## src/rtl/flash_id_probe_pkg.sv

```systemverilog
package flash_id_probe_pkg;

  typedef enum logic [2:0] {
    S_INIT, S_ID, S_IDCHK, S_POLL, S_POLLCHK, S_PGM, S_HALT
  } probe_state_e;

  localparam int ERR_W    = 4;
  localparam int ERR_ID   = 0;
  localparam int ERR_CAP  = 1;
  localparam int ERR_PGSZ = 2;
  localparam int ERR_TMO  = 3;

  localparam logic [7:0] OP_IDREAD = 8'h9F;
  localparam logic [7:0] OP_STATUS = 8'hD7;
  localparam logic [7:0] DUMMY     = 8'hFF;
  localparam logic [7:0] VENDOR_ID = 8'h1F;
  localparam logic [2:0] FAMILY_ID = 3'b001;

  // bytes of the page-mode rewrite window, sent in this order
  function automatic logic [7:0] pgm_byte(input logic [1:0] idx);
    case (idx)
      2'd0:    pgm_byte = 8'h3D;
      2'd1:    pgm_byte = 8'h2A;
      2'd2:    pgm_byte = 8'h80;
      default: pgm_byte = 8'hA6;
    endcase
  endfunction

endpackage

```

## src/rtl/flash_id_probe_spi_byte.sv

```systemverilog
module flash_id_probe_spi_byte #(
  parameter int SCK_HALF = 2
) (
  input  logic       clk,
  input  logic       rst_n,
  input  logic       start_i,
  input  logic [7:0] tx_byte_i,
  input  logic       miso_i,
  output logic       sck_o,
  output logic       mosi_o,
  output logic       busy_o,
  output logic       done_o,
  output logic [7:0] rx_byte_o
);
  localparam int CW = (SCK_HALF > 1) ? $clog2(SCK_HALF) : 1;

  logic          busy_q, busy_d, sck_q, sck_d, done_q, done_d;
  logic [CW-1:0] cnt_q, cnt_d;
  logic [2:0]    bit_q, bit_d;
  logic [7:0]    tx_q, tx_d, rx_q, rx_d;

  always_comb begin
    busy_d = busy_q; sck_d = sck_q; cnt_d = cnt_q; bit_d = bit_q;
    tx_d   = tx_q;   rx_d  = rx_q;  done_d = 1'b0;
    if (!busy_q) begin
      if (start_i) begin
        busy_d = 1'b1; tx_d = tx_byte_i; bit_d = '0; cnt_d = '0; sck_d = 1'b0;
      end
    end else if (cnt_q == CW'(SCK_HALF - 1)) begin
      cnt_d = '0;
      if (!sck_q) begin
        sck_d = 1'b1;
        rx_d  = {rx_q[6:0], miso_i};
      end else begin
        sck_d = 1'b0;
        if (bit_q == 3'd7) begin
          busy_d = 1'b0;
          done_d = 1'b1;
        end else begin
          bit_d = bit_q + 3'd1;
          tx_d  = {tx_q[6:0], 1'b0};
        end
      end
    end else begin
      cnt_d = cnt_q + CW'(1);
    end
  end

  always_ff @(posedge clk or negedge rst_n) begin
    if (!rst_n) begin
      busy_q <= 1'b0; sck_q <= 1'b0; done_q <= 1'b0;
      cnt_q  <= '0;   bit_q <= '0;   tx_q   <= '0; rx_q <= '0;
    end else begin
      busy_q <= busy_d; sck_q <= sck_d; done_q <= done_d;
      cnt_q  <= cnt_d;  bit_q <= bit_d; tx_q   <= tx_d; rx_q <= rx_d;
    end
  end

  assign sck_o     = sck_q;
  assign mosi_o    = tx_q[7] & busy_q;
  assign busy_o    = busy_q;
  assign done_o    = done_q;
  assign rx_byte_o = rx_q;
endmodule

```

## src/rtl/flash_id_probe_geo.sv

```systemverilog
module flash_id_probe_geo #(
  parameter int PAGES_W = 14
) (
  input  logic [4:0]         cap_i,
  output logic               known_o,
  output logic [3:0]         shift_o,
  output logic [PAGES_W-1:0] pages_o
);
  logic [3:0] log2p;

  always_comb begin
    known_o = 1'b1;
    shift_o = 4'd8;
    log2p   = 4'd9;
    case (cap_i)
      5'h02, 5'h03, 5'h04, 5'h05: begin
        shift_o = 4'd8;
        log2p   = 4'(cap_i) + 4'd7;
      end
      5'h06: begin shift_o = 4'd9;  log2p = 4'd12; end
      5'h07: begin shift_o = 4'd9;  log2p = 4'd13; end
      5'h08: begin shift_o = 4'd10; log2p = 4'd13; end
      default: known_o = 1'b0;
    endcase
    pages_o = PAGES_W'(1) << log2p;
  end
endmodule

```

## src/rtl/flash_id_probe.sv

```systemverilog
module flash_id_probe
  import flash_id_probe_pkg::*;
#(
  parameter int SCK_HALF = 2,
  parameter int POLL_W   = 8,
  parameter int PAGES_W  = 14
) (
  input  logic               clk,
  input  logic               rst_n,
  input  logic [POLL_W-1:0]  poll_limit,
  output logic               spi_cs_n,
  output logic               spi_sck,
  output logic               spi_mosi,
  input  logic               spi_miso,
  output logic               probe_done,
  output logic               probe_ok,
  output logic [3:0]         page_shift,
  output logic [PAGES_W-1:0] page_count,
  output logic [ERR_W-1:0]   probe_err
);
  probe_state_e       state_q, state_d;
  logic [1:0]         idx_q, idx_d;
  logic [POLL_W-1:0]  att_q, att_d;
  logic [7:0]         mfr_q, dev_q;
  logic               rdy_q, pgbin_q;
  logic               cs_n_q, done_q, ok_q;
  logic [ERR_W-1:0]   err_q, err_n;
  logic [3:0]         shift_q;
  logic [PAGES_W-1:0] pages_q;
  logic               fin, fin_ok, xfer_now, xfer_next;
  logic               eng_start, eng_busy, eng_done;
  logic [7:0]         eng_tx, eng_rx;
  logic               geo_known;
  logic [3:0]         geo_shift;
  logic [PAGES_W-1:0] geo_pages;

  flash_id_probe_spi_byte #(.SCK_HALF(SCK_HALF)) u_eng (
    .clk(clk), .rst_n(rst_n), .start_i(eng_start), .tx_byte_i(eng_tx),
    .miso_i(spi_miso), .sck_o(spi_sck), .mosi_o(spi_mosi),
    .busy_o(eng_busy), .done_o(eng_done), .rx_byte_o(eng_rx)
  );

  flash_id_probe_geo #(.PAGES_W(PAGES_W)) u_geo (
    .cap_i(dev_q[4:0]), .known_o(geo_known),
    .shift_o(geo_shift), .pages_o(geo_pages)
  );

  assign xfer_now  = (state_q == S_ID) || (state_q == S_POLL) || (state_q == S_PGM);
  assign xfer_next = (state_d == S_ID) || (state_d == S_POLL) || (state_d == S_PGM);
  assign eng_start = xfer_now && !eng_busy && !eng_done;

  always_comb begin
    case (state_q)
      S_ID:    eng_tx = (idx_q == 2'd0) ? OP_IDREAD : DUMMY;
      S_POLL:  eng_tx = (idx_q == 2'd0) ? OP_STATUS : DUMMY;
      S_PGM:   eng_tx = pgm_byte(idx_q);
      default: eng_tx = DUMMY;
    endcase
  end

  always_comb begin
    state_d = state_q; idx_d = idx_q; att_d = att_q;
    fin = 1'b0; fin_ok = 1'b0; err_n = '0;
    case (state_q)
      S_INIT: begin state_d = S_ID; idx_d = '0; end
      S_ID: if (eng_done) begin
        if (idx_q == 2'd3) state_d = S_IDCHK;
        else               idx_d   = idx_q + 2'd1;
      end
      S_IDCHK: begin
        if (mfr_q != VENDOR_ID || dev_q[7:5] != FAMILY_ID) begin
          fin = 1'b1; err_n[ERR_ID] = 1'b1; state_d = S_HALT;
        end else if (!geo_known) begin
          fin = 1'b1; err_n[ERR_CAP] = 1'b1; state_d = S_HALT;
        end else begin
          state_d = S_POLL; idx_d = '0; att_d = '0;
        end
      end
      S_POLL: if (eng_done) begin
        if (idx_q == 2'd1) state_d = S_POLLCHK;
        else               idx_d   = idx_q + 2'd1;
      end
      S_POLLCHK: begin
        if (rdy_q) begin
          if (pgbin_q) begin
            fin = 1'b1; fin_ok = 1'b1; state_d = S_HALT;
          end else begin
            state_d = S_PGM; idx_d = '0;
          end
        end else if ({1'b0, att_q} + 1'b1 >= {1'b0, poll_limit}) begin
          fin = 1'b1; err_n[ERR_TMO] = 1'b1; state_d = S_HALT;
        end else begin
          att_d = att_q + 1'b1; state_d = S_POLL; idx_d = '0;
        end
      end
      S_PGM: if (eng_done) begin
        if (idx_q == 2'd3) begin
          fin = 1'b1; err_n[ERR_PGSZ] = 1'b1; state_d = S_HALT;
        end else begin
          idx_d = idx_q + 2'd1;
        end
      end
      default: state_d = S_HALT;
    endcase
  end

  always_ff @(posedge clk or negedge rst_n) begin
    if (!rst_n) begin
      state_q <= S_INIT; idx_q <= '0; att_q <= '0;
      mfr_q <= '0; dev_q <= '0; rdy_q <= 1'b0; pgbin_q <= 1'b0;
      cs_n_q <= 1'b1; done_q <= 1'b0; ok_q <= 1'b0; err_q <= '0;
      shift_q <= '0; pages_q <= '0;
    end else begin
      state_q <= state_d;
      idx_q   <= idx_d;
      att_q   <= att_d;
      cs_n_q  <= !xfer_next;
      done_q  <= fin;
      err_q   <= err_n;
      if (eng_done && state_q == S_ID && idx_q == 2'd1) mfr_q <= eng_rx;
      if (eng_done && state_q == S_ID && idx_q == 2'd2) dev_q <= eng_rx;
      if (eng_done && state_q == S_POLL && idx_q == 2'd1) begin
        rdy_q   <= eng_rx[7];
        pgbin_q <= eng_rx[0];
      end
      if (fin_ok) begin
        ok_q    <= 1'b1;
        shift_q <= geo_shift;
        pages_q <= geo_pages;
      end
    end
  end

  assign spi_cs_n   = cs_n_q;
  assign probe_done = done_q;
  assign probe_ok   = ok_q;
  assign page_shift = shift_q;
  assign page_count = pages_q;
  assign probe_err  = err_q;
endmodule

```

## config.mk

```make
export PLATFORM = sky130hd
export DESIGN_NAME = flash_id_probe
export DESIGN_NICKNAME = d
export VERILOG_FILES = /design/src/rtl/flash_id_probe_pkg.sv /design/src/rtl/flash_id_probe_spi_byte.sv /design/src/rtl/flash_id_probe_geo.sv /design/src/rtl/flash_id_probe.sv
export SDC_FILE = /design/constraint.sdc
export NUM_CORES = 1
export LEC_CHECK = 0
export BUFFER_PORTS_ARGS = -buffer_cell sky130_fd_sc_hd__clkbuf_2
export CAP_MARGIN = 20
export CELL_PAD_IN_SITES_DETAIL_PLACEMENT = 0
export CELL_PAD_IN_SITES_GLOBAL_PLACEMENT = 1
export CORE_MARGIN = 1
export CORE_UTILIZATION = 30
export CTS_CLUSTER_DIAMETER = 50
export DETAILED_ROUTE_END_ITERATION = 12
export GPL_TIMING_DRIVEN = 0
export HOLD_SLACK_MARGIN = 0.06
export PLACE_DENSITY_LB_ADDON = 0.25
export SYNTH_ARGS = -nofsm -noshare
export SYNTH_HDL_FRONTEND = slang
export SYNTH_SLANG_ARGS = --single-unit
```

## constraint.sdc

```tcl
create_clock -name clk -period 3.43 [get_ports clk]
set_input_delay 0.686 -clock clk [delete_from_list [all_inputs] [get_ports clk]]
set_output_delay 0.686 -clock clk [all_outputs]
set_load 0.02 [all_outputs]
```

==> results.md, run 1 <==
- Row Count: 41
- Worst-skew pair later-pin latency: 330 ps
- Leakage: 2.23 nW
- Worst setup EP type: flop
- Post-DP HPWL: 5980 um
- Tightest Pin Transition: 541 ps
- Worst setup SP type: flop
- Chip height: 117 um
- Total CTS buffers: 9
- WHS: 307 ps
- Area Growth Syn to Fin: 17.6%
- GPL Wtd Cong: 0.703
- Count of cell types in the netlist: 61
- Iteration-0 DRC Markers: 141
- Yosys top cell area share: 47.7%
- Total track usage: 13.3%
- Synth Warn #: 0
- CP max stage cell: dfrtp_1
- Synth area leader: dfrtp_1
- Nets: 453
- Share of layout cells above drive strength 1: 24.2%
- # Post-CTS Setup Buffers: 0
- Mapped Avg Cell Area: 10.7 um2
- Synthesized netlist cell count: 373
- Initial core utilization: 31.2%
- Routed vias/inst: 4.78
- Final number of hold-violating endpoints: 0
- Worst Path Arrival: 2990 ps
- Final setup TNS: 0 ps
- PnR Total Power: 1.85 mW
- EDFF count, synth: 0
- Cells along the critical path: ha_1, nand3_1, nor2_1, xnor2_1, ha_1, and3_1, and3_1, a211o_1, o21a_1, buf_6, a21o_1
- Initial antenna violation count: 0
- Core ar.: 12800 um2
- WL final: 8320 um
- # port buffers: 36
- Most used flip-flop cell after synthesis: dfrtp_1
- Peak VDD IR: 230 uV
- Die area: 13800 um2
- Resized cells post-CTS: 0
- Count of max-cap constraint violations: 0
- Yosys reg bits: 77
- Worst-path fanout max: 8
- CTS tree: built
- Antenna Nets Post-Route: 0
- Avg WL per Cell: 13.9 um
- H-tree Lvls: 3
- Min Tclk post-route: 2760 ps
- Fillers: 1303
- Critical Path RT: 3650 ps
- Drt pass-1 iters: 4
- First-pass GRT wire length: 14000 um
- Antenna diodes: 0
- Max_slew headroom: 63.6%
- Setup CP Type: flop to flop
- Max-slew violation count: 0
- Worst hold path type: primary input to async pin
- Boundary Pins: 38
- Crit-path max cell delay: 430 ps
- Period utilization: 80.5%
- Vias in the first global route: 2766
- Post-synth ARST share: 100%
- Root buf cell: clkbuf_16
- Largest net degree at the start of global routing: 53
- Clock transition at the registers of the reported paths: 60 ps
- Unrepaired setup endpoints after global routing: false
- Top cells by area, synth: dfrtp_1 (48%), mux2_2 (9.0%), ha_1 (6.6%)
- Via count: 2857
- DP Worst Slack: 649 ps
- Grt total ovfl: 0
- Max Clk Rate: 0.362 GHz
- Longest Clk Path Bufs: 2
- Worst Skew: 4.84 ps
- Syn Nets: 405
- Die W: 117 um
- Pwr Density: 393 nW/um2
- Setup ws final: 668 ps
- Status: finished clean
- Clock Sinks: 77
- Final-report setup violation count: 0
- Worst path buffer plus inverter count: 1
- Cts hold-fix bufs: 0
- Top delay family on crit path: compound AO/OA/AOI/OAI gates
- Cell Area, Synth: 3990 um2
- Sequential area share after synthesis: 48.4%
- # DRC: 0
## synthesized netlist by cell type (3+ instances only)
| cell type | n |
|---|---|
| xnor2_1 | 4 |
| nand4_1 | 3 |
| o21ai_1 | 4 |
| a22o_1 | 7 |
| nor3_1 | 10 |
| inv_1 | 26 |
| nor2b_1 | 8 |
| ha_1 | 21 |
| o221ai_1 | 3 |
| mux2_2 | 32 |
| nand2_1 | 31 |
| nand3_1 | 16 |
| buf_4 | 3 |
| o211ai_1 | 6 |
| clkbuf_1 | 6 |
| o21ai_0 | 16 |
| a21oi_1 | 7 |
| nor2_1 | 18 |
| and2_1 | 4 |
| or3_1 | 3 |
| dfrtp_1 | 76 |
| and3_1 | 6 |
| nand3b_1 | 4 |
| nand2b_1 | 4 |
| a21o_1 | 6 |
| mux2i_1 | 5 |
## flip-flops by register name (all words and copies together), names as in the netlist, 2 cells and up
name / flops
att_q: 8
dev_q: 8
idx_q: 2
mfr_q: 8
page_count: 14
page_shift: 2
probe_err: 4
state_q: 3
u_eng.bit_q: 3
u_eng.rx_byte_o: 8
u_eng.tx_q: 8
## report_power, final
part / internal (mW) / total (mW) / switching [mW] / leakage, nW
combinational: 0.0187 / 0.0507 / 0.0320 / 1.12
sequential: 0.913 / 0.919 / 0.00551 / 0.981
clock: 0.506 / 0.876 / 0.369 / 0.134
## worst paths after layout
path                               start             to  slack [ps]  cells after the start
setup / recovery                att_q[0]       att_q[0]         670                     11
hold / removal                     rst_n       att_q[6]         310                      1
setup reg to reg                att_q[0]       att_q[0]         670                     11
hold reg to reg            page_count[4]  page_count[4]         490                      1
max in group asynchronous          rst_n       spi_cs_n        2500                      2
min in group clk           page_count[4]  page_count[4]         490                      1
## layout by cell type, fill, tap and decap left out, types with 8 or more instances in the layout
cell / count
dfrtp_1: 76
nor3_1: 10
mux2_2: 32
nand2_1: 31
clkbuf_16: 9
ha_1: 21
nor2b_1: 8
nor2_1: 18
o21ai_0: 16
clkbuf_2: 35
nand3_1: 16
inv_1: 26
## routing by layer
metal / vias up / global-route usage (%) / part of all wire [%]
li1: 1427 / - / -
met2: 43 / 20.5 / 44
met4: 0 / 3.80 / 1.0
met3: 7 / 4.07 / 4.0
met1: 1380 / 18.0 / 51
met5: - / 0 / 0
## layout make-up
cell class | count | area, um2 | share of cell area (%)
Buffer | 13 | 76.3 | 1.63
Clock inverter | 6 | 38.8 | 0.827
Tap cell | 172 | 215 | 4.59
Clock buffer | 10 | 239 | 5.09
Inverter | 27 | 101 | 2.16
Timing Repair Buffer | 37 | 210 | 4.48
Multi-Input combinational cell | 256 | 1880 | 40.1
Sequential cell | 77 | 1930 | 41.1
## per-stage QoR
| step | area (um2) | instances | utilization, % |
|---|---|---|---|
| after CTS | 4690 | 598 | 36.7 |
| after global placement | 4380 | 581 | 34.3 |
| after global routing | 4690 | 598 | 36.7 |
| final | 4690 | 598 | 36.7 |
| after detailed placement | 4410 | 582 | 34.5 |
| after floorplan | 3990 | 373 | - |
## logic make-up after synthesis
| kind of cell | synth area share, % |
|---|---|
| XOR/XNOR | 1.32 |
| multiplexers | 10.3 |
| AO/OA/AOI/OAI | 13.1 |
| flip-flops | 48.4 |
| other | 0.0940 |
| adder cells (fa/ha/maj) | 6.59 |
| AND/OR/NAND/NOR | 15.8 |
| buffers and inverters | 4.46 |
Power figures use the tool's default switching activity.
==> run 2, diff against run 1 <==
- ABC_AREA: not set -> 1
- clock period: 3.43 -> 2.5 ns (I/O delays scaled with it)
==> run 2 against run 1 <==
Sequential share of layout area down 1.3 points. Largest cell class unchanged. Largest power group unchanged. Highest routed layer unchanged. Count of clock-buffer cells in the layout up 1. First-iteration DRC count up 22%. Non-clock buffer count up 2.
==> results.md, run 2 <==
- Setup CP Type: flop to flop
- Count of max-cap constraint violations: 0
- Pwr Density: 874 nW/um2
- Top-count cell post-synth: nand2_1
- Die area: 13700 um2
- Worst-skew pair later-pin latency: 330 ps
- # DRC: 0
- Clock Sinks: 77
- WL final: 8360 um
- Path length in cells of the critical path: 15
- Post-DP HPWL: 6160 um
- Core ar.: 12800 um2
- Initial antenna violation count: 0
- Syn Nets: 520
- Design area: 4840 um2
- Worst-path fanout max: 8
- Final number of hold-violating endpoints: 0
- Die W: 117 um
- EDFF count, synth: 0
- Register-to-register setup slack: 160 ps
- Min Tclk post-route: 2340 ps
- Unrepaired setup endpoints after global routing: true
- Clock transition at the registers of the reported paths: 60 ps
- Share of layout cells above drive strength 1: 20.7%
- Final-report setup violation count: 0
- Worst path buffer plus inverter count: 1
- Antenna Nets Post-Route: 0
- Commonest cells in the netlist: nand2_1 (125), dfrtp_1 (76), inv_1 (70)
- Top delay family on crit path: simple AND/OR/NAND/NOR gates
- Chip height: 117 um
- Yosys reg bits: 77
- Synth Warn #: 0
- Status: finished clean
- WHS: 120 ps
- Most used cell, CP: nand2_2
- Most frequent cells in the layout: nand2_1 (118), dfrtp_1 (76), inv_1 (68)
- Boundary Pins: 38
- Area Growth Syn to Fin: 21.5%
- Nets: 574
- Worst Skew: 2.82 ps
- Yosys top cell area share: 47.8%
- Synthesized netlist cell count: 488
- Drt pass-1 iters: 4
- Leakage: 2.49 nW
- Max reg flops: 14
- Antenna diodes: 0
- Grt total ovfl: 0
- Total track usage: 13.5%
- Initial core utilization: 31.2%
- R2R depth: 15
- Worst Path Arrival: 2570 ps
- Sequential area share after synthesis: 48.4%
- CP max stage cell: dfrtp_1
- Via count: 3183
- GPL Wtd Cong: 0.808
- Largest net degree at the start of global routing: 52
- Area after DPL: 4410 um2
- Iteration-0 DRC Markers: 172
- Synth area leader: dfrtp_1
- Worst setup SP type: flop
- Top cells by area, synth: dfrtp_1 (48%), nand2_1 (12%), ha_1 (6.6%)
- Routed vias/inst: 4.43
- Total CTS buffers: 9
- Cells along the critical path: ha_2, nand2_2, nor2_4, inv_2, nor3_4, nor2_1, ha_1, a21oi_1, nand2_1, nand2_2, nand3_2, nand2_4, nand3_4, nand2_2, nand2_2
- R2r startpoint: att_q[1]
- Cts hold-fix bufs: 0
- Worst setup EP type: flop
- Most used flip-flop cell after synthesis: dfrtp_1
- Crit-path max cell delay: 380 ps
- Avg WL per Cell: 11.6 um
- Worst hold path type: primary input to async pin
- First-pass GRT wire length: 14400 um
- # port buffers: 36
- Post-synth ARST share: 100%
- Peak VDD IR: 574 uV
- FF-to-FF End: att_q[7]
- Root buf cell: clkbuf_16
- Count of cell types in the netlist: 38
- Max-slew violation count: 0
- CTS tree: built
- Row Count: 41
- Cell Area, Synth: 3980 um2
- Critical Path RT: 2730 ps
- H-tree Lvls: 3
- Max Clk Rate: 0.428 GHz
- Vias in the first global route: 3099
- Longest Clk Path Bufs: 2
- Mapped Avg Cell Area: 8.16 um2
- Period utilization: 93.5%
- Commonest non-fill, non-tap cell in the layout: nand2_1
run 2: how the worst max path moves through the flow:
stage / start / to / slack (ps)
3_5_place_dp: att_q[0] / att_q[7] / -160
2_1_floorplan: att_q[0] / att_q[0] / 290
4_1_cts: att_q[1] / att_q[7] / 20
5_1_grt: att_q[1] / att_q[7] / -40
6_report: att_q[1] / att_q[7] / 160
3_3_place_gp: att_q[0] / att_q[6] / -150
run 2: worst reg2reg max path, stage by stage (launching register included):
cell and delay [ps]:
dfrtp_1 380, ha_2 200, nand2_2 80, nor2_4 170, inv_2 60, nor3_4 190
nor2_1 60, ha_1 290, a21oi_1 150, nand2_1 80, nand2_2 100, nand3_2 90
nand2_4 110, nand3_4 140, nand2_2 110, nand2_2 40
run 2: cell families after synthesis:
logic type	Yosys count	synth area share, %
xor gates and xnor gates	5	1.10
buffers and inverters	91	9.08
AOI/OAI and AO/OA	70	9.27
DFF	77	48.4
and+or+nand+nor	223	25.4
other	1	0.0942
adders and majority gates	21	6.60
run 2: what timing repair did:
action | CTS | global route
setup endpoints to repair | 10 | 11
pin swaps | 1 | 8
gates resized for setup | 3 | 18
setup buffers | 4 | 2
run 2: layout make-up:
class,instances,area [um2]
buffer,9,53.8
inverter,82,308
multi-input combinational,320,1780
sequential,77,1930
tap,172,215
clock inverter,4,47.5
fill,1358,7940
clock buffer,11,253
timing repair buffer,43,255
run 2: metrics by stage:
stage / instances / total power, mW / util (%) / setup TNS (ps) / worst slack, ps
after floorplan: 488 / 2.50 / - / 0 / 294
after CTS: 716 / 4.27 / 37.2 / 0 / 21.6
after detailed placement: 697 / 2.87 / 34.5 / -1310 / -160
final: 718 / 4.23 / 37.9 / 0 / 162
after global placement: 696 / 2.85 / 34.3 / -1210 / -154
after global routing: 718 / 4.55 / 37.9 / -249 / -39.9
run 2: where the power goes:
| part | total [mW] | internal [mW] | switching (mW) |
|---|---|---|---|
| sequential | 1.64 | 1.47 | 0.168 |
| clock | 1.31 | 0.817 | 0.489 |
| combinational | 1.28 | 0.434 | 0.849 |
run 2: routing by layer:
layer  vias up  track usage (%)  routed length [um]
met3         5             4.38                 318
met2        46             21.3                3800
li1       1655                -                   -
met4         0             3.80                  78
met5         -                0                   0
met1      1477             17.7                4160
